$ cat config.mk
export PLATFORM = sky130hd
export DESIGN_NAME = tiered_chain_arbiter
export DESIGN_NICKNAME = d
export VERILOG_FILES = /design/src/rtl/tca_pkg.sv /design/src/rtl/tca_rst_sync.sv /design/src/rtl/tca_tier_merge.sv /design/src/rtl/tca_tier_pick.sv /design/src/rtl/tca_grant_chain.sv /design/src/rtl/tiered_chain_arbiter.sv
export SDC_FILE = /design/constraint.sdc
export NUM_CORES = 1
export LEC_CHECK = 0
export BUFFER_PORTS_ARGS = -buffer_cell sky130_fd_sc_hd__buf_2
export CAP_MARGIN = 20
export CORE_AREA = 3 3 48 50
export CTS_CLUSTER_SIZE = 25
export DETAILED_ROUTE_END_ITERATION = 12
export DIE_AREA = 0 0 51 53
export PLACE_DENSITY = 0.61
export SYNTH_ARGS = -nofsm -noshare
export SYNTH_HDL_FRONTEND = slang
export SYNTH_SLANG_ARGS = --single-unit
$ cat constraint.sdc
create_clock -name clk -period 1.46 [get_ports clk]
set_clock_uncertainty 0.15 [all_clocks]
set_input_delay 0.292 -clock clk [delete_from_list [all_inputs] [get_ports clk]]
set_output_delay 0.292 -clock clk [all_outputs]
set_load 0.005 [all_outputs]
$ cat src/rtl/tca_pkg.sv
package tca_pkg;
  typedef enum logic {
    ST_FREE  = 1'b0,
    ST_OWNED = 1'b1
  } arb_state_e;
endpackage

$ cat src/rtl/tca_rst_sync.sv
module tca_rst_sync (
  input  logic clk,
  input  logic rst_n,
  output logic rst_n_sync
);
  logic [1:0] sync_q;

  always_ff @(posedge clk or negedge rst_n) begin
    if (!rst_n) sync_q <= 2'b00;
    else        sync_q <= {sync_q[0], 1'b1};
  end

  assign rst_n_sync = sync_q[1];
endmodule

$ cat src/rtl/tca_tier_merge.sv
module tca_tier_merge #(
  parameter int NUM_TIERS = 2,
  parameter int CHAIN_LEN = 4
) (
  input  logic [NUM_TIERS*CHAIN_LEN-1:0] req_i,
  output logic [NUM_TIERS-1:0]           tier_req_o
);
  for (genvar t = 0; t < NUM_TIERS; t++) begin : g_tier
    assign tier_req_o[t] = |req_i[t*CHAIN_LEN +: CHAIN_LEN];
  end
endmodule

$ cat src/rtl/tca_tier_pick.sv
module tca_tier_pick #(
  parameter int NUM_TIERS = 2,
  localparam int TIER_W = (NUM_TIERS > 1) ? $clog2(NUM_TIERS) : 1
) (
  input  logic [NUM_TIERS-1:0] tier_req_i,
  output logic                 any_o,
  output logic [NUM_TIERS-1:0] pick_oh_o,
  output logic [TIER_W-1:0]    pick_idx_o
);
  always_comb begin
    pick_oh_o  = '0;
    pick_idx_o = '0;
    for (int t = NUM_TIERS - 1; t >= 0; t--) begin
      if (tier_req_i[t]) begin
        pick_oh_o     = '0;
        pick_oh_o[t]  = 1'b1;
        pick_idx_o    = TIER_W'(t);
      end
    end
  end

  assign any_o = |tier_req_i;

  always_comb begin
    AST_PICK_ONEHOT: assert ($onehot0(pick_oh_o));
  end
endmodule

$ cat src/rtl/tca_grant_chain.sv
module tca_grant_chain #(
  parameter int CHAIN_LEN = 4
) (
  input  logic                 gnt_in_i,
  input  logic [CHAIN_LEN-1:0] req_i,
  output logic [CHAIN_LEN-1:0] take_o,
  output logic                 gnt_out_o
);
  logic [CHAIN_LEN:0] pass;

  assign pass[0] = gnt_in_i;
  for (genvar p = 0; p < CHAIN_LEN; p++) begin : g_link
    assign take_o[p]   = pass[p] & req_i[p];
    assign pass[p + 1] = pass[p] & ~req_i[p];
  end
  assign gnt_out_o = pass[CHAIN_LEN];

  always_comb begin
    AST_CHAIN_SINGLE: assert ($onehot0(take_o));
  end
endmodule

$ cat src/rtl/tiered_chain_arbiter.sv
module tiered_chain_arbiter
  import tca_pkg::*;
#(
  parameter int NUM_TIERS = 2,
  parameter int CHAIN_LEN = 4
) (
  input  logic                           clk,
  input  logic                           rst_n,
  input  logic [NUM_TIERS*CHAIN_LEN-1:0] req_i,
  input  logic [NUM_TIERS*CHAIN_LEN-1:0] done_i,
  output logic [NUM_TIERS*CHAIN_LEN-1:0] gnt_o,
  output logic                           busy_o
);
  localparam int NDEV   = NUM_TIERS * CHAIN_LEN;
  localparam int TIER_W = (NUM_TIERS > 1) ? $clog2(NUM_TIERS) : 1;

  logic                 rst_q_n;
  logic [NUM_TIERS-1:0] tier_req;
  logic [NUM_TIERS-1:0] pick_oh;
  logic [TIER_W-1:0]    pick_idx;
  logic                 any_req;
  logic [NUM_TIERS-1:0] tier_line;
  logic [NUM_TIERS-1:0] tier_tail;
  logic [NDEV-1:0]      take_all;
  logic [NUM_TIERS-1:0] tier_hit;
  logic                 release_ev;
  logic                 gnt_en;

  arb_state_e        state_q, state_d;
  logic [NDEV-1:0]   gnt_q, gnt_d;
  logic [TIER_W-1:0] tier_q, tier_d;

  tca_rst_sync i_rst_sync (
    .clk       (clk),
    .rst_n     (rst_n),
    .rst_n_sync(rst_q_n)
  );

  tca_tier_merge #(.NUM_TIERS(NUM_TIERS), .CHAIN_LEN(CHAIN_LEN)) i_merge (
    .req_i     (req_i),
    .tier_req_o(tier_req)
  );

  tca_tier_pick #(.NUM_TIERS(NUM_TIERS)) i_pick (
    .tier_req_i(tier_req),
    .any_o     (any_req),
    .pick_oh_o (pick_oh),
    .pick_idx_o(pick_idx)
  );

  // A tier's grant line is driven only while the bus is free.
  assign tier_line = (state_q == ST_FREE) ? pick_oh : '0;

  for (genvar t = 0; t < NUM_TIERS; t++) begin : g_chain
    tca_grant_chain #(.CHAIN_LEN(CHAIN_LEN)) i_chain (
      .gnt_in_i (tier_line[t]),
      .req_i    (req_i[t*CHAIN_LEN +: CHAIN_LEN]),
      .take_o   (take_all[t*CHAIN_LEN +: CHAIN_LEN]),
      .gnt_out_o(tier_tail[t])
    );
    assign tier_hit[t] = |(done_i[t*CHAIN_LEN +: CHAIN_LEN] &
                           gnt_q[t*CHAIN_LEN +: CHAIN_LEN]);
  end

  // Only a done pulse from the owner, inside the owning tier, releases the bus.
  assign release_ev = (state_q == ST_OWNED) & tier_hit[tier_q];

  always_comb begin
    state_d = state_q;
    gnt_d   = gnt_q;
    tier_d  = tier_q;
    unique case (state_q)
      ST_FREE: begin
        if (any_req) begin
          state_d = ST_OWNED;
          gnt_d   = take_all;
          tier_d  = pick_idx;
        end
      end
      ST_OWNED: begin
        if (release_ev) begin
          state_d = ST_FREE;
          gnt_d   = '0;
        end
      end
      default: state_d = ST_FREE;
    endcase
  end

  assign gnt_en = ((state_q == ST_FREE) & any_req) | release_ev;

  always_ff @(posedge clk or negedge rst_q_n) begin
    if (!rst_q_n) begin
      state_q <= ST_FREE;
      gnt_q   <= '0;
      tier_q  <= '0;
    end else if (gnt_en) begin
      state_q <= state_d;
      gnt_q   <= gnt_d;
      tier_q  <= tier_d;
    end
  end

  assign gnt_o  = gnt_q;
  assign busy_o = (state_q == ST_OWNED);

  AST_ONE_OWNER: assert property (@(posedge clk) disable iff (!rst_q_n)
    $onehot0(gnt_o));
  AST_BUSY_MATCH: assert property (@(posedge clk) disable iff (!rst_q_n)
    busy_o == (|gnt_o));
  AST_NO_PREEMPT: assert property (@(posedge clk) disable iff (!rst_q_n)
    (busy_o && ((done_i & gnt_o) == '0)) |=> $stable(gnt_o));
  AST_OWNER_RELEASE: assert property (@(posedge clk) disable iff (!rst_q_n)
    (busy_o && ((done_i & gnt_o) != '0)) |=> (gnt_o == '0));
  AST_FREE_GRANT: assert property (@(posedge clk) disable iff (!rst_q_n)
    (!busy_o && (|req_i)) |=> busy_o);
  AST_GRANT_REQUESTED: assert property (@(posedge clk) disable iff (!rst_q_n)
    (!busy_o) |=> ((gnt_o & ~$past(req_i)) == '0));
  AST_TAIL_IDLE: assert property (@(posedge clk) disable iff (!rst_q_n)
    busy_o |-> (tier_tail == '0));
endmodule

==> out/metrics.csv <==
stage;metric;value;unit
status;status;complete, no violations;
worst_setup_path;crit path max fanout;2;
clock_network;Num CTS Buffers;3;
synthesis;Yosys cell types;24;
synthesis;Mapped Cells;47;
cells_and_area;share of cells above drive strength 1;0.5529;
global_routing;first-pass GRT wire length;2.359;mm
clock_network;Max H-tree Level;1;
synthesis;Synth top area share;0.5252;
timing;Final Hold Viols;0;
placement;count of input and output buffers;26;
placement;DP Area;754.5;um^2
synthesis;Async SR Flop Fraction;1.000;
detailed_routing;Post-Route WL;1.464;mm
timing;Max Slew Vio Count;0;
global_routing;Tot GR Track Use;0.1206;
placement;Placer Congestion;0.6767;
clock_network;CTS tree;yes;
floorplanning;# IOs;27;
worst_setup_path;worst-case reg-to-reg path depth;4;
clock_network;Clock Latency Late Sink;0.27;ns
worst_setup_path;WS Path Type;flop to output pin;
detailed_routing;DR vias/cell;4.911;
cells_and_area;Area Overhead vs Synth;49.45;%
floorplanning;# rows;16;
detailed_routing;Detail Route Antenna Nets;0;
synthesis;synth cell count leaders;dfrtp_1, a22o_1, a22oi_1;
worst_setup_path;Critical Path Start;gnt_o[0];
worst_setup_path;Crit path largest cell delay;0.39;ns
synthesis;top cells by area, synth;dfrtp_1, a22o_1, a32o_1;
synthesis;Synth Register Bits;12;
clock_network;clock buffer depth;2;
timing;RSZ-0062 raised after global routing;yes;
cells_and_area;nets;104;
run;max-cap violations;0;
floorplanning;DIE AREA;2703;um^2
worst_setup_path;Worst setup EP type;output pin;
worst_setup_path;CP cell instances;buf_4, buf_2;
global_routing;GRT overflow;0;
detailed_routing;initial DRC count;5;
cells_and_area;Register Area;301.5;um^2
worst_setup_path;CP required;1.02;ns
floorplanning;Initial Util;0.2945;
worst_setup_path;CP max-delay cell;dfrtp_1;
cells_and_area;area taken by multi-input logic gates;271.5;um^2
global_routing;pin count of the biggest net entering global routing;11;
synthesis;Mapped Nets;65;
worst_hold_path;hold crit path type;flop to asynchronous set/reset pin;
cells_and_area;Fillers;195;
floorplanning;Horiz. Die Dim;51;um
detailed_routing;vias after detailed routing;550;
floorplanning;die height;53;um
clock_network;CTS clk-pin slew, worst paths;0.08;ns
cells_and_area;diodes inserted;0;
worst_setup_path;CP Capture Point;gnt_o[0];
detailed_routing;routed len/inst;13.07;um
worst_setup_path;crit start category;flop;
worst_setup_path;Data arrival, critical path;0.92;ns
worst_setup_path;reg-to-reg startpoint;gnt_o[0];
timing;Final min period;1.359;ns
synthesis;count leader, synth;dfrtp_1;
synthesis;Mapped Area;571.8;um^2
timing;Fin Setup TNS;0;ns
synthesis;Post-synth EDFFs;0;
power_and_ir_drop;Pwr Density;1425;nW/um^2
worst_setup_path;FF-to-FF End;gnt_o[5];
timing;Max Fclk;736.0;MHz
clock_network;clock root buffer;clkbuf_4;
synthesis;Syn Area/Cell;12.17;um^2
global_routing;initial antenna violation count;0;
synthesis;Main synth FF type;dfrtp_1;
worst_setup_path;r2r setup slk;0.10;ns
cells_and_area;design area;854.6;um^2
synthesis;Ys Warns;0;
placement;Detailed Place HPWL;1.111;mm
clock_network;clk sink count;12;
timing;# setup viols final;0;
detailed_routing;DRC errors left;0;
global_routing;vias in the first global route;523;
power_and_ir_drop;VDD IR max;0.4970;mV
power_and_ir_drop;Pleak;0.4239;nW
floorplanning;core region area;1942;um^2
detailed_routing;DRT Pass-1 Iters;4;
synthesis;sequential area share after synthesis;0.5252;
timing;fin crit share;0.9306;
timing;hold_ws;0.01446;ns
synthesis;area leader, netlist;dfrtp_1;
-- worst min-delay path by stage --
stage,start,to,slack [ns],cells past startpoint
2_1_floorplan,rst_n,i_rst_sync.sync_q[0],-0.15,0
3_3_place_gp,rst_n,i_rst_sync.sync_q[0],-0.07,1
3_5_place_dp,rst_n,i_rst_sync.sync_q[0],-0.07,1
4_1_cts,i_rst_sync.sync_q[1],gnt_o[3],0.04,0
5_1_grt,i_rst_sync.sync_q[1],gnt_o[3],0.06,0
6_report,i_rst_sync.sync_q[1],gnt_o[3],0.01,0
-- repair_timing --
| action | in CTS | in global routing |
|---|---|---|
| gates resized for setup | 1 | 4 |
| endpoints found under the hold margin | 2 | 0 |
| setup buffers | 0 | 4 |
| hold buffers | 1 | 0 |
| setup endpoints to repair | 4 | 7 |
| pin swaps | 0 | 4 |
-- through the flow --
step | cells | setup slack [ns] | total power (W) | utilization
2_1_floorplan | 47 | 0.05876 | 0.0007120 | -
3_3_place_gp | 103 | 0.006702 | 0.0008501 | 0.3885
3_5_place_dp | 103 | 0.01775 | 0.0008597 | 0.3885
4_1_cts | 108 | 0.01317 | 0.001134 | 0.4130
5_1_grt | 112 | -0.002742 | 0.001309 | 0.4401
6_report | 112 | 0.1014 | 0.001218 | 0.4401
-- per-layer routing --
metal	GRT usage	share of wire	routed length, um	vias up
met1	0.1571	0.46	675	262
met3	0.02535	0.061	90	4
met5	0	0	0	-
met2	0.1845	0.46	676	26
met4	0.06726	0.015	22	0
li1	-	-	-	258
-- area by class of cell --
type                            instances  share of cell area
Sequential cell                        12              0.3529
Multi-Input combinational cell         31              0.3177
Timing Repair Buffer                   35              0.2343
Clock buffer                            4             0.04246
Tap cell                               27             0.03953
Inverter                                3             0.01318
-- state kept, by name, summed over array words and instances, names as in the netlist --
name	cells
busy_o	1
gnt_o	8
i_rst_sync.sync_q	2
tier_q	1
-- critical path, delay by kind of cell, from the launching register on --
kind	cells	cell delay [ns]
buffers and inverters	2	0.26
DFF	1	0.39
-- cell usage in the layout (no fill, tap or decap), types with 3 or more instances in the layout --
cell | netlist | final
a22o_1 | 4 | 4
a22oi_2 | 0 | 3
a32o_1 | 3 | 3
buf_2 | 0 | 26
buf_4 | 0 | 8
clkbuf_4 | 0 | 3
dfrtp_1 | 12 | 11
inv_1 | 3 | 3
nor2_1 | 3 | 3
-- where the power goes --
group,switching [W],internal (W),leakage (nW)
clock network,0.000107,0.000151,0.0210
registers,0.0000787,0.000403,0.155
logic,0.000227,0.000251,0.248
-- logic make-up after synthesis --
logic type	synth area share
AO/OA/AOI/OAI	0.2188
flip-flops	0.5252
buffers and inverters	0.03938
AND/OR/NAND/NOR	0.2101
other	0.006558
Note: power is estimated with default switching activity, not from simulation.
